==> src/rtl/walk_pkg.sv <==
package walk_pkg;
  localparam int unsigned DIR_W = 10;
  localparam int unsigned TBL_W = 10;
  localparam int unsigned PG_W  = 12;
  localparam int unsigned AW    = DIR_W + TBL_W + PG_W;

  typedef enum logic [1:0] {
    FLT_NONE  = 2'd0,
    FLT_LIMIT = 2'd1,
    FLT_DIR   = 2'd2,
    FLT_TBL   = 2'd3
  } flt_e;

  typedef enum logic [2:0] {
    ST_IDLE, ST_DIR_REQ, ST_DIR_WAIT, ST_TBL_REQ, ST_TBL_WAIT
  } wstate_e;
endpackage

==> src/rtl/seg_check.sv <==
module seg_check
  import walk_pkg::*;
(
  input  logic [AW-1:0] offset_i,
  input  logic [AW-1:0] base_i,
  input  logic [AW-1:0] limit_i,
  output logic [AW-1:0] lin_o,
  output logic          flt_o
);
  assign lin_o = offset_i + base_i;
  assign flt_o = offset_i > limit_i;
endmodule

==> src/rtl/dir_base_reg.sv <==
module dir_base_reg
  import walk_pkg::*;
#(
  parameter logic [AW-1:0] BASE_RST = '0
) (
  input  logic          clk_i,
  input  logic          rst_ni,
  input  logic          idle_i,
  input  logic          wr_i,
  input  logic [AW-1:0] data_i,
  output logic [AW-1:0] base_o,
  output logic          pend_o
);
  logic [AW-1:0] cr_q, pd_q;
  logic          pend_q;

  always_ff @(posedge clk_i or negedge rst_ni) begin
    if (!rst_ni) begin
      cr_q   <= BASE_RST;
      pd_q   <= '0;
      pend_q <= 1'b0;
    end else if (wr_i && idle_i) begin
      cr_q   <= data_i;
      pend_q <= 1'b0;
    end else if (wr_i) begin
      pd_q   <= data_i;
      pend_q <= 1'b1;
    end else if (pend_q && idle_i) begin
      cr_q   <= pd_q;
      pend_q <= 1'b0;
    end
  end

  assign base_o = cr_q;
  assign pend_o = pend_q;

  p_base_hold_r10: assert property (@(posedge clk_i) disable iff (!rst_ni)
    !idle_i |=> $stable(cr_q));
endmodule

==> src/rtl/walk_fsm.sv <==
module walk_fsm
  import walk_pkg::*;
(
  input  logic          clk_i,
  input  logic          rst_ni,
  input  logic          start_i,
  input  logic [AW-1:0] lin_i,
  input  logic          seg_flt_i,
  input  logic          paging_i,
  input  logic [AW-1:0] base_i,
  output logic          idle_o,
  output logic          mem_req_valid_o,
  input  logic          mem_req_ready_i,
  output logic [AW-1:0] mem_req_addr_o,
  input  logic          mem_rsp_valid_i,
  input  logic [AW-1:0] mem_rsp_data_i,
  output logic          done_o,
  output logic [1:0]    fault_code_o,
  output logic [AW-1:0] paddr_o,
  output logic [AW-1:0] fault_addr_o
);
  localparam int unsigned DPAD = PG_W - DIR_W;
  localparam int unsigned TPAD = PG_W - TBL_W;

  wstate_e       st_q;
  logic [AW-1:0] lin_q, base_q, pde_q, paddr_q;
  logic          done_q;
  flt_e          flt_q;

  always_ff @(posedge clk_i or negedge rst_ni) begin
    if (!rst_ni) begin
      st_q    <= ST_IDLE;
      lin_q   <= '0;
      base_q  <= '0;
      pde_q   <= '0;
      paddr_q <= '0;
      done_q  <= 1'b0;
      flt_q   <= FLT_NONE;
    end else begin
      done_q <= 1'b0;
      unique case (st_q)
        ST_IDLE: if (start_i) begin
          lin_q  <= lin_i;
          base_q <= base_i;
          if (seg_flt_i) begin
            done_q <= 1'b1;
            flt_q  <= FLT_LIMIT;
          end else if (!paging_i) begin
            done_q  <= 1'b1;
            flt_q   <= FLT_NONE;
            paddr_q <= lin_i;
          end else begin
            st_q <= ST_DIR_REQ;
          end
        end
        ST_DIR_REQ: if (mem_req_ready_i) st_q <= ST_DIR_WAIT;
        ST_DIR_WAIT: if (mem_rsp_valid_i) begin
          if (!mem_rsp_data_i[0]) begin
            st_q   <= ST_IDLE;
            done_q <= 1'b1;
            flt_q  <= FLT_DIR;
          end else begin
            pde_q <= mem_rsp_data_i;
            st_q  <= ST_TBL_REQ;
          end
        end
        ST_TBL_REQ: if (mem_req_ready_i) st_q <= ST_TBL_WAIT;
        ST_TBL_WAIT: if (mem_rsp_valid_i) begin
          st_q   <= ST_IDLE;
          done_q <= 1'b1;
          if (!mem_rsp_data_i[0]) begin
            flt_q <= FLT_TBL;
          end else begin
            flt_q   <= FLT_NONE;
            paddr_q <= {mem_rsp_data_i[AW-1:PG_W], lin_q[PG_W-1:0]};
          end
        end
        default: st_q <= ST_IDLE;
      endcase
    end
  end

  always_comb begin
    mem_req_valid_o = 1'b0;
    mem_req_addr_o  = {base_q[AW-1:PG_W], lin_q[AW-1 -: DIR_W], {DPAD{1'b0}}};
    if (st_q == ST_DIR_REQ) begin
      mem_req_valid_o = 1'b1;
    end else if (st_q == ST_TBL_REQ) begin
      mem_req_valid_o = 1'b1;
      mem_req_addr_o  = {pde_q[AW-1:PG_W], lin_q[PG_W+TBL_W-1:PG_W], {TPAD{1'b0}}};
    end
  end

  assign idle_o       = st_q == ST_IDLE;
  assign done_o       = done_q;
  assign fault_code_o = flt_q;
  assign paddr_o      = paddr_q;
  assign fault_addr_o = lin_q;

  p_bypass_r1: assert property (@(posedge clk_i) disable iff (!rst_ni)
    start_i && !seg_flt_i && !paging_i |=> done_o && !mem_req_valid_o && fault_code_o == FLT_NONE);
  p_limit_r2: assert property (@(posedge clk_i) disable iff (!rst_ni)
    start_i && seg_flt_i |=> done_o && !mem_req_valid_o && fault_code_o == FLT_LIMIT);
  p_pde_absent_r6: assert property (@(posedge clk_i) disable iff (!rst_ni)
    st_q == ST_DIR_WAIT && mem_rsp_valid_i && !mem_rsp_data_i[0] |=> done_o && fault_code_o == FLT_DIR);
  p_mem_hold_r8: assert property (@(posedge clk_i) disable iff (!rst_ni)
    mem_req_valid_o && !mem_req_ready_i |=> mem_req_valid_o && $stable(mem_req_addr_o));
endmodule

==> src/rtl/seg_page_walker.sv <==
module seg_page_walker
  import walk_pkg::*;
(
  input  logic          clk_i,
  input  logic          rst_ni,
  input  logic          req_valid_i,
  output logic          req_ready_o,
  input  logic [31:0]   req_offset_i,
  input  logic [31:0]   req_seg_base_i,
  input  logic [31:0]   req_seg_limit_i,
  input  logic          req_paging_i,
  input  logic          base_wr_i,
  input  logic [31:0]   base_data_i,
  output logic          mem_req_valid_o,
  input  logic          mem_req_ready_i,
  output logic [31:0]   mem_req_addr_o,
  input  logic          mem_rsp_valid_i,
  input  logic [31:0]   mem_rsp_data_i,
  output logic          done_o,
  output logic [1:0]    fault_code_o,
  output logic [31:0]   paddr_o,
  output logic [31:0]   fault_addr_o
);
  logic [AW-1:0] lin, dir_base;
  logic          seg_flt, idle, pend, start;

  seg_check u_seg (
    .offset_i(req_offset_i), .base_i(req_seg_base_i), .limit_i(req_seg_limit_i),
    .lin_o(lin), .flt_o(seg_flt)
  );

  dir_base_reg u_base (
    .clk_i(clk_i), .rst_ni(rst_ni), .idle_i(idle), .wr_i(base_wr_i),
    .data_i(base_data_i), .base_o(dir_base), .pend_o(pend)
  );

  // a parked base write must land before the next request is taken
  assign req_ready_o = idle && !pend;
  assign start       = req_valid_i && req_ready_o;

  walk_fsm u_fsm (
    .clk_i(clk_i), .rst_ni(rst_ni), .start_i(start), .lin_i(lin),
    .seg_flt_i(seg_flt), .paging_i(req_paging_i), .base_i(dir_base),
    .idle_o(idle), .mem_req_valid_o(mem_req_valid_o), .mem_req_ready_i(mem_req_ready_i),
    .mem_req_addr_o(mem_req_addr_o), .mem_rsp_valid_i(mem_rsp_valid_i),
    .mem_rsp_data_i(mem_rsp_data_i), .done_o(done_o), .fault_code_o(fault_code_o),
    .paddr_o(paddr_o), .fault_addr_o(fault_addr_o)
  );

  p_one_walk_r9: assert property (@(posedge clk_i) disable iff (!rst_ni)
    !idle |-> !req_ready_o);
endmodule

==> config.mk <==
export PLATFORM = sky130hd
export DESIGN_NAME = seg_page_walker
export DESIGN_NICKNAME = d
export VERILOG_FILES = /design/src/rtl/walk_pkg.sv /design/src/rtl/seg_check.sv /design/src/rtl/dir_base_reg.sv /design/src/rtl/walk_fsm.sv /design/src/rtl/seg_page_walker.sv
export SDC_FILE = /design/constraint.sdc
export NUM_CORES = 1
export LEC_CHECK = 0
export BUFFER_PORTS_ARGS = -buffer_cell sky130_fd_sc_hd__buf_4
export CORE_MARGIN = 1.5
export CORE_UTILIZATION = 50
export DETAILED_ROUTE_END_ITERATION = 6
export GPL_TIMING_DRIVEN = 1
export PLACE_DENSITY = 0.77
export SYNTH_ARGS = -nofsm -noshare
export SYNTH_HDL_FRONTEND = slang
export SYNTH_SLANG_ARGS = --single-unit
==> constraint.sdc <==
create_clock -name clk_i -period 2.41 [get_ports clk_i]
set_clock_uncertainty 0.15 [all_clocks]
set_input_delay 0.482 -clock clk_i [delete_from_list [all_inputs] [get_ports clk_i]]
set_output_delay 0.482 -clock clk_i [all_outputs]
set_load 0.05 [all_outputs]
* Word level (Yosys, flattened, before mapping)
Index checks and enable logic that the tools add are counted.
** Word-level totals
- Register bits after elaboration :: 199
- Latch bits :: 0
- Bits in writable memories :: 0
- Bits in read-only memories :: 0
- Input bits :: 167
- Memories kept :: 0
** Cells by class
- Add/subtract/negate cells :: 1
- Multiply operators :: 0
- Divide/modulo/power cells :: 0
- Order comparisons :: 1
- Equality and inequality tests :: 16
- Shift-type cells :: 0
- Mux-type cells :: 40
- Bitwise operators :: 1
- Reductions and logical operators :: 17
** Operators with widths (number)
- 2-to-1 mux 32 bit :: 10
- one-hot mux 32 bit (2 select lines) :: 1
- adder 32 bit :: 1
- greater-than comparator 32 bit :: 1
- 2-to-1 mux 3 bit :: 7
- inequality test 2 bit, second input constant :: 9
- 2-to-1 mux 2 bit :: 8
- one-hot mux 3 bit (5 select lines) :: 1
- AND reduction 6 bit :: 2
- 2-to-1 mux 1 bit :: 11
- AND reduction 7 bit :: 1
- == test 3 x 2 -> 1 bit, second input constant :: 2
- one-hot mux 2 bit (3 select lines) :: 1
- AND reduction 2 bit :: 3
- nonzero test 3 bit :: 2
- logical AND 1 bit :: 4
- inequality test 2 x 1 -> 1 bit, second input constant :: 2
- nonzero test 2 bit :: 2
- == test 3 x 1 -> 1 bit, second input constant :: 1
- == test 3 bit, second input constant :: 1
- zero test 3 bit :: 1
- inequality test 3 bit, second input constant :: 1
- one-hot mux 1 bit (3 select lines) :: 1
- AND reduction 3 bit :: 1
- other kinds (2) :: 2

* Depth between registers and ports, before layout
Gate-level depths: netlist (run 1).
- Word-level depth :: 5
- Depth in mapped cells :: 12

* Modules after synthesis
From an unflattened synthesis (run 1), not the netlist that was laid out.
** Unflattened totals
- Cells, all modules :: 939
- Area, all modules :: 10238.6 um^2
** By module, submodules not included
- walk_fsm :: times used 1, cells an instance 371, area an instance 5001.0 um^2
- dir_base_reg :: times used 1, cells an instance 223, area an instance 2772.7 um^2
- seg_check :: times used 1, cells an instance 343, area an instance 2449.8 um^2
- seg_page_walker :: times used 1, cells an instance 2, area an instance 15.0 um^2

* Least setup slack after synthesis (run 1)
OpenSTA, ideal clock, no wires.
- Path type :: register -> output
- Start point :: register u_fsm.st_q[0]
- End point :: output mem_req_addr_o[12]
- Arrival :: 2.196 ns
- Setup slack :: -0.418 ns
- Cell stages (with the launch flop) :: 6
- Buffers on the path :: 1
- Cell sequence :: dfrtp_1 inv_1 nor2_1 nand2_1 buf_1 mux2_2
** On the way
- Longest elaborated chain between the ends :: 3
** Ends and longest elaborated chain
- from (decl) :: line walk_fsm.sv:25 : wstate_e st_q;
- from (signal assigned) :: line walk_fsm.sv:32 : st_q <= ST_IDLE;
- from (signal assigned) :: line walk_fsm.sv:53 : st_q <= ST_DIR_REQ;
- from (signal assigned) :: line walk_fsm.sv:56 : ST_DIR_REQ: if (mem_req_ready_i) st_q <= ST_DIR_WAIT;
- == test 3 x 2 -> 1 bit :: line walk_fsm.sv:88 : end else if (st_q == ST_TBL_REQ) begin
- 2-to-1 mux 32 bit :: line walk_fsm.sv:88
- 2-to-1 mux 32 bit (*) :: line walk_fsm.sv:86 : if (st_q == ST_DIR_REQ) begin
- to (decl) :: line seg_page_walker.sv:16 : output logic [31:0] mem_req_addr_o,
Mark *: on every way between the ends. The rest lies on a longest branch, timed or not.

* Final worst setup path (run 1)
- Start point :: input req_offset_i[7]
- End point :: register u_fsm.paddr_q[3], in the netlist u_fsm.paddr_o[3]
** On the way
- Longest elaborated chain between the ends :: 3
** Ends and longest elaborated chain
- from (decl) :: line seg_page_walker.sv:8 : input logic [31:0] req_offset_i,
- greater-than comparator 32 bit :: line seg_check.sv:11 : assign flt_o = offset_i > limit_i;
- inequality test 2 bit (no line)
- AND reduction 6 bit (no line)
- to (signal assigned) :: line walk_fsm.sv:51 : paddr_q <= lin_i;
- to (signal assigned) :: line walk_fsm.sv:75 : paddr_q <= {mem_rsp_data_i[AW-1:PG_W], lin_q[PG_W-1:0]};
- to (decl) :: line walk_fsm.sv:26 : logic [AW-1:0] lin_q, base_q, pde_q, paddr_q;
No other way between the ends.
A chain may end at the register's enable or synchronous reset.

==> results of run 1 <==
-- cell usage in the layout (no fill, tap or decap), types with 7 or more instances in the layout --
master / instances
buf_4: 328
dfrtp_1: 150
mux2_2: 110
nand2_1: 82
buf_6: 52
a21oi_1: 45
o21ai_0: 43
ha_1: 36
nor2_1: 35
inv_1: 33
a31oi_1: 27
ha_4: 24
nor2b_1: 22
clkbuf_16: 21
a22oi_1: 20
a21oi_2: 18
nor2_4: 15
a21o_1: 13
nand4_1: 12
xor2_1: 12
nand3_1: 11
o21ai_1: 11
xnor2_1: 10
nor2_2: 9
o21ai_2: 8
a31oi_2: 8
inv_2: 7
o21a_1: 7
buf_12: 7
-- registers in the layout (all words and copies together), names as in the netlist --
name and count:
u_fsm.done_o 1, u_base.base_o 20, u_fsm.st_q 3, u_fsm.pde_q 20, u_fsm.fault_code_o 2, u_base.pend_o 1, u_fsm.base_q 20, u_fsm.paddr_o 32
u_base.pd_q 20, u_fsm.fault_addr_o 32
-- cells by family (layout without fill, tap and decap cells) --
logic type,count (synthesis),after routing,share of synthesized area (%)
other,1,2,0.0404
buffers and inverters,97,478,4.57
multiplexers,115,115,13.9
adder cells (fa/ha/maj),64,64,8.71
AND/OR/NAND/NOR,230,230,11.6
AO/OA/AOI/OAI,250,250,17.8
flip-flops,151,151,40.7
XOR/XNOR,28,28,2.64
-- critical path, cell delays in order --
cell and delay (ns):
buf_8 0.10, ha_4 0.23, buf_4 0.13, inv_1 0.05
o21ai_1 0.09, a221o_1 0.35, o31a_1 0.29, o21ai_4 0.23
nand2_2 0.12, nand2_4 0.16, buf_12 0.14, clkbuf_16 0.15
nor2_4 0.03, a31oi_2 0.13
-- timing repair --
action / in CTS / in global routing
endpoints found under the hold margin: 53 / 0
endpoints found under the setup margin: 72 / 75
buffers inserted: 5 / 11
pin swaps: 22 / 48
hold buffers: 1 / 0
gates resized for setup: 59 / 103
cloned: 2 / 5
-- how the worst min path moves through the flow --
stage	startpoint	end	slack, ns
3_5_place_dp	u_fsm.paddr_o[13]$_DFFE_PN0P_	u_fsm.paddr_o[13]$_DFFE_PN0P_	0.33
2_1_floorplan	rst_ni	u_base.base_o[12]$_DFFE_PN0P_	0.04
4_1_cts	base_data_i[18]	u_base.base_o[18]$_DFFE_PN0P_	0.13
6_report	base_data_i[31]	u_base.base_o[31]$_DFFE_PN0P_	0.14
3_3_place_gp	u_fsm.paddr_o[13]$_DFFE_PN0P_	u_fsm.paddr_o[13]$_DFFE_PN0P_	0.33
5_1_grt	base_data_i[24]	u_base.pd_q[24]$_DFFE_PN0P_	0.14
-- stage by stage --
step | setup WS (ns) | std cells
final | -0.0906 | 1547
after global routing | -0.178 | 1547
after CTS | -0.0638 | 1531
after detailed placement | -0.821 | 1491
after global placement | -0.694 | 1491
after floorplan | -0.198 | 937
-- routing by layer --
layer	vias up	global-route usage [%]
li1	4094	-
met1	4351	39.8
met2	361	49.9
met3	59	5.61
met4	0	8.12
met5	-	0
-- report_power, final --
part / switching (W) / total [W] / internal [W] / leakage [nW]
Clock: 0.00114 / 0.00269 / 0.00155 / 0.292
Sequential: 0.00102 / 0.00486 / 0.00384 / 1.80
Combinational: 0.00646 / 0.0108 / 0.00435 / 4.50
-- cell type report --
cell class | count | area [sq um] | share of cell area [%]
Clock buffer | 17 | 425 | 2.99
Clock inverter | 15 | 166 | 1.17
Inverter | 46 | 188 | 1.32
Multi-Input combinational cell | 689 | 5950 | 41.8
Sequential cell | 151 | 3780 | 26.5
Tap cell | 229 | 287 | 2.01
Timing Repair Buffer | 400 | 3440 | 24.2
==> results.md, run 1 <==
- DR vias: 8865
- Maxcap violations: 0
- R2R depth: 11
- Die height: 139 um
- Peak Freq: between 0.3 and 0.4 GHz
- RR Endpoint: u_fsm.paddr_o[3]$_DFFE_PN0P_
- Post-synth top cells: 151 x dfrtp_1, 114 x mux2_2, 86 x nand2_1, 63 x a21oi_1, 63 x ha_1
- # port buffers: 242
- Initial core utilization: a little over 50%
- Critical Path End: u_fsm.paddr_o[3]$_DFFE_PN0P_
- Hold Fails Final Rpt: 0
- Pins Over Slew Limit: 0
- CP Launch Point: req_offset_i[7]
- Clock sink total: between 150 and 200
- Post-route cell area: roughly 14000 sq um
- RSZ-0062 raised after global routing: true
- P&R area growth vs syn: 53.4%
- Status: finished with violations
- Sequential area share after synthesis: around 41%
- Failing checks: design-rule violations, negative setup slack
- Worst setup EP type: flip-flop
- CP Max Fanout: 6
- Slew @ Worst Pin: between 0.6 and 0.7 ns
- Post-synth top area cell: dfrtp_1
- Ant. Diodes: 0
- Hpwl dp: between 20000 and 25000 um
- Layout Utilization: between 70 and 80%
- Top cells by area, synth: dfrtp_1 41%, mux2_2 14%, ha_1 8.5%, nand2_1 3.5%, a21oi_1 3.4%
- CTS Root Cell: clkbuf_16
- I/O pin count: 268
- Period utilisation layout: 104%
- Post-synth EDFFs: 0
- Post-DRT Antenna Nets: 0
- Clk pin slew, worst setup/hold paths: approximately 0.060 ns
- Number of fill cells in the layout: approximately 1200
- Cell Pwr Density: about 1300 nW/um^2
- Worst flop-to-flop path startpoint: u_fsm.st_q[0]$_DFFE_PN0P_
- Top_reg_cell synth: dfrtp_1
- Hold Path Class: primary input to flip-flop
- Share of the synthesized area in the top cell type: roughly two fifths
- Most frequent cell after synthesis: dfrtp_1
- Met3 wire len: approximately 2100 um
- Worst setup margin: -0.0906 ns
- Row Count: 49
- DRT iter0 DRCs: 670
- Max_slew headroom: 57.2%
- Max Root-Sink Buffers: 2
- Layout cells sized above 1: 52.8%
- Mapped Area: ~9300 sq um
- Post-synthesis register bit count: roughly 150
- CTS Buf Count: 17
- Drt drc: 13
- Worst EP required: between 2 and 3 ns
- Fin nets: 1536
- Worst EP arrival: around 2.7 ns
- Avg Cell Area, Syn: ~9.9 sq um
- Routability congestion estimate: 0.945
- Pin count of the biggest net entering global routing: just under 60
- First-pass GRT wire length: around 46000 um
- DR WL/cell: roughly 20 um
- Total power draw: about 0.018 W
- Hold WS: 0.143 ns
- Crit path time final: between 2 and 3 ns
- Die area: 19400 sq um
- DRT Pass-1 Iters: 7
- Max layer used: met4
- Placed inst area: 12600 sq um
- Vias per inst: about 5.7
- Synth Instances: between 900 and 1000
- Leakage dissipation: between 6 and 7 nW
- Chip width: approximately 140 um
- R2R Setup Slk: 0.03 ns
- Setup TNS: -2.82 ns
- Post-Route WL: around 30000 um
- Crit Path Category: primary input to flip-flop
- Number of distinct library cells after synthesis: between 60 and 70
- Vias in the first global route: roughly 8600
- CP startpoint kind: primary input
- Worst VDD drop: about 800 uV
- M1 WL: around 12000 um
- Final setup vio count: between 50 and 60
- Hold Crit Depth: 3
- H-tree levels: 4
- Ys Warns: 0
- Worst skew pair latency: 0.42 ns
- Ys async rst share: 100%
- Wire length on met2: 15200 um
- Core area: around 18000 sq um
- Antenna violations before repair: 0
- Gr ovfl total: 0
- GR Util All Layers: 29.8%
- TritonCTS clock tree: done
(Power assumes the default switching activity.)
==> inputs of run 2 (changes only) <==
--- a/config.mk
+++ b/config.mk
@@ -6,11 +6,13 @@
 export NUM_CORES = 1
 export LEC_CHECK = 0
 export BUFFER_PORTS_ARGS = -buffer_cell sky130_fd_sc_hd__buf_4
+export CELL_PAD_IN_SITES_DETAIL_PLACEMENT = 0
+export CELL_PAD_IN_SITES_GLOBAL_PLACEMENT = 1
 export CORE_MARGIN = 1.5
-export CORE_UTILIZATION = 50
+export CORE_UTILIZATION = 40
 export DETAILED_ROUTE_END_ITERATION = 6
 export GPL_TIMING_DRIVEN = 1
-export PLACE_DENSITY = 0.77
+export PLACE_DENSITY_LB_ADDON = 0.1
 export SYNTH_ARGS = -nofsm -noshare
 export SYNTH_HDL_FRONTEND = slang
 export SYNTH_SLANG_ARGS = --single-unit
==> results.md, run 2 (same netlist as run 1, synthesis figures left out) <==
- Status: finished with violations
- H-tree levels: 4 (unchanged)
- Peak Freq: 0.403 GHz (+0.82%)
- Worst VDD drop: 780 uV (-2.2%)
- Layout cells sized above 1: 52.0% (-0.80 points)
- DR WL/cell: 18.1 um (-7.9%)
- Failing checks: negative setup slack
- Gate power share: 58.0% (-0.9 points)
- Crit path time final: 2.48 ns (-0.0203 ns)
- Post-Route WL: 29100 um (-4.4%)
- Fin nets: 1539 (+0.20%)
- Hold path start: base_data_i[15]
- Clk pwr share: 15.4% (+0.8 points)
- RSZ-0062 raised after global routing: true
- Routability congestion estimate: 0.842 (-11%)
- Initial core utilization: 40.9% (-10 points)
- Worst flop-to-flop path startpoint: u_fsm.st_q[0]$_DFFE_PN0P_
- Maxcap violations: 0 (unchanged)
- CTS Buf Count: 17 (unchanged)
- Crit Path Category: flip-flop to output port
- CTS Root Cell: clkbuf_16
- Pins Over Slew Limit: 0 (unchanged)
- I/O pin count: 268 (unchanged)
- Max Root-Sink Buffers: 2 (unchanged)
- Worst EP required: 1.78 ns (-0.83 ns)
- Antenna violations before repair: 0 (unchanged)
- # placed instances: 1554 (+4.2%)
- Core area: 22700 sq um (+26%)
- Switching share of power: 45.9% (-1.1 points)
- Commonest non-fill, non-tap cell in the layout: buf_4
- Leakage dissipation: 6.63 nW (+0.50%)
- Vias in the first global route: 8327 (-2.9%)
- Period utilisation layout: 103% (-0.84 points)
- Ant. Diodes: 0 (unchanged)
- DRT iter0 DRCs: 397 (-41%)
- Row Count: 55 (+12%)
- Sequential share of power: 26.7% (+0.2 points)
- Power Internal: 0.00979 W (+0.58%)
- Post-DRT Antenna Nets: 0 (unchanged)
- CP Max Fanout: 10 (+4)
- Worst setup margin: -0.0703 ns (+0.0203 ns)
- Hold Fails Final Rpt: 0 (unchanged)
- Hpwl dp: 22300 um (+0.59%)
- Worst skew pair latency: 0.43 ns (about the same)
- First-pass GRT wire length: 44900 um (-1.3%)
- NetSw: 0.00830 W (-3.7%)
- Clk pin slew, worst setup/hold paths: 0.06 ns (about the same)
- DRT Pass-1 Iters: 4 (-3)
- Hold Path Class: primary input to flip-flop
- Worst setup EP type: output port
- Cell Pwr Density: 1270 nW/um^2 (-1.3%)
- Finished Layout Cells: 1606 (+3.8%)
- Final setup vio count: 40 (-29%)
- Gr ovfl total: 0 (unchanged)
- GR Util All Layers: 24.2% (-5.6 points)
- Layout Utilization: 62.6% (-16 points)
- Die height: 155 um (+12%)
- Die area: 24100 sq um (+24%)
- # port buffers: 242 (unchanged)
- Commonest non-fill, non-tap cells in the layout: 343 x buf_4, 151 x dfrtp_1, 110 x mux2_2
- Vias per inst: 5.26 (-8.2%)
- Drt drc: 0 (-13)
- Clock sink total: 151 (unchanged)
- P&R area growth vs syn: 53.1%
- Worst EP arrival: 1.85 ns (-0.85 ns)
- Max_slew headroom: 56.7% (-0.47 points)
- TritonCTS clock tree: done
- CP startpoint kind: flip-flop
- DR vias: 8453 (-4.6%)
- Pin count of the biggest net entering global routing: 49 (-16%)
- Slew @ Worst Pin: 0.647 ns (+0.00491 ns)
- CP Launch Point: u_fsm.st_q[2]$_DFFE_PN0P_
- Chip width: 155 um (+12%)
## run 2: power by group through the flow
stage	clock (W)	sequential, W	combinational, W
after CTS	0.00284	0.00481	0.0102
final	0.00278	0.00482	0.0105
after global routing	0.00295	0.00497	0.0111
after detailed placement	0	0.00484	0.00982
after floorplan	0	0.00645	0.00490
after global placement	0	0.00482	0.00970
## run 2: final timing paths
check,endpoint,slack (ns),cells after the start
max,mem_req_addr_o[29],-0.07,6
min,u_base.base_o[15]$_DFFE_PN0P_,0.14,3
max reg2reg,u_fsm.paddr_o[31]$_DFFE_PN0P_,0.06,10
min reg2reg,u_fsm.paddr_o[8]$_DFFE_PN0P_,0.34,2
max in group asynchronous,u_fsm.fault_addr_o[9]$_DFFE_PN0P_,1.05,3
min in group asynchronous,u_fsm.base_q[23]$_DFFE_PN0P_,0.37,2
## run 2: worst max-delay path, stage by stage (launching register included)
cell     delay (ns)
dfrtp_1        0.39
buf_6          0.13
nor2_4         0.14
nand2_8        0.11
buf_12         0.17
mux2_2         0.31
buf_6          0.16
## run 2: cell type report
| cell class | instances | area [sq um] |
|---|---|---|
| flip-flops and latches | 151 | 3780 |
| fillers | 1920 | 8500 |
| multi-input cells | 689 | 5880 |
| clock inverters | 12 | 165 |
| inverters | 46 | 180 |
| well taps | 285 | 357 |
| repair buffers | 403 | 3390 |
| clock buffers | 20 | 457 |
## run 2: stage by stage
step                TNS (ns)  hold WS (ns)  total power [W]  worst slack, ns  cell area (sq um)
floorplan              -2.76        0.0364           0.0114           -0.198               9710
global placement      -31.21         0.270           0.0145           -0.739              12700
detailed placement    -31.96         0.273           0.0147           -0.727              12700
CTS                    -1.52         0.118           0.0179          -0.0724              13800
global route           -5.68         0.128           0.0190           -0.156              14200
finish                 -1.11         0.139           0.0181          -0.0703              14200
## run 2: what timing repair did
item | CTS | global route
gates cloned | 2 | 2
pin swaps | 24 | 39
gates resized for setup | 72 | 58
endpoints found under the setup margin | 73 | 76
buffers inserted | 8 | 8
hold buffers | 1 | 0
hold endpoints to repair | 36 | 0
## run 2: per-layer routing
metal,vias to the layer above,share of wire [%],track usage (%)
met4,0,1.7,6.30
met3,24,4.5,4.48
met2,209,48,39.9
met1,4105,46,32.8
met5,-,0,0
li1,4115,-,-
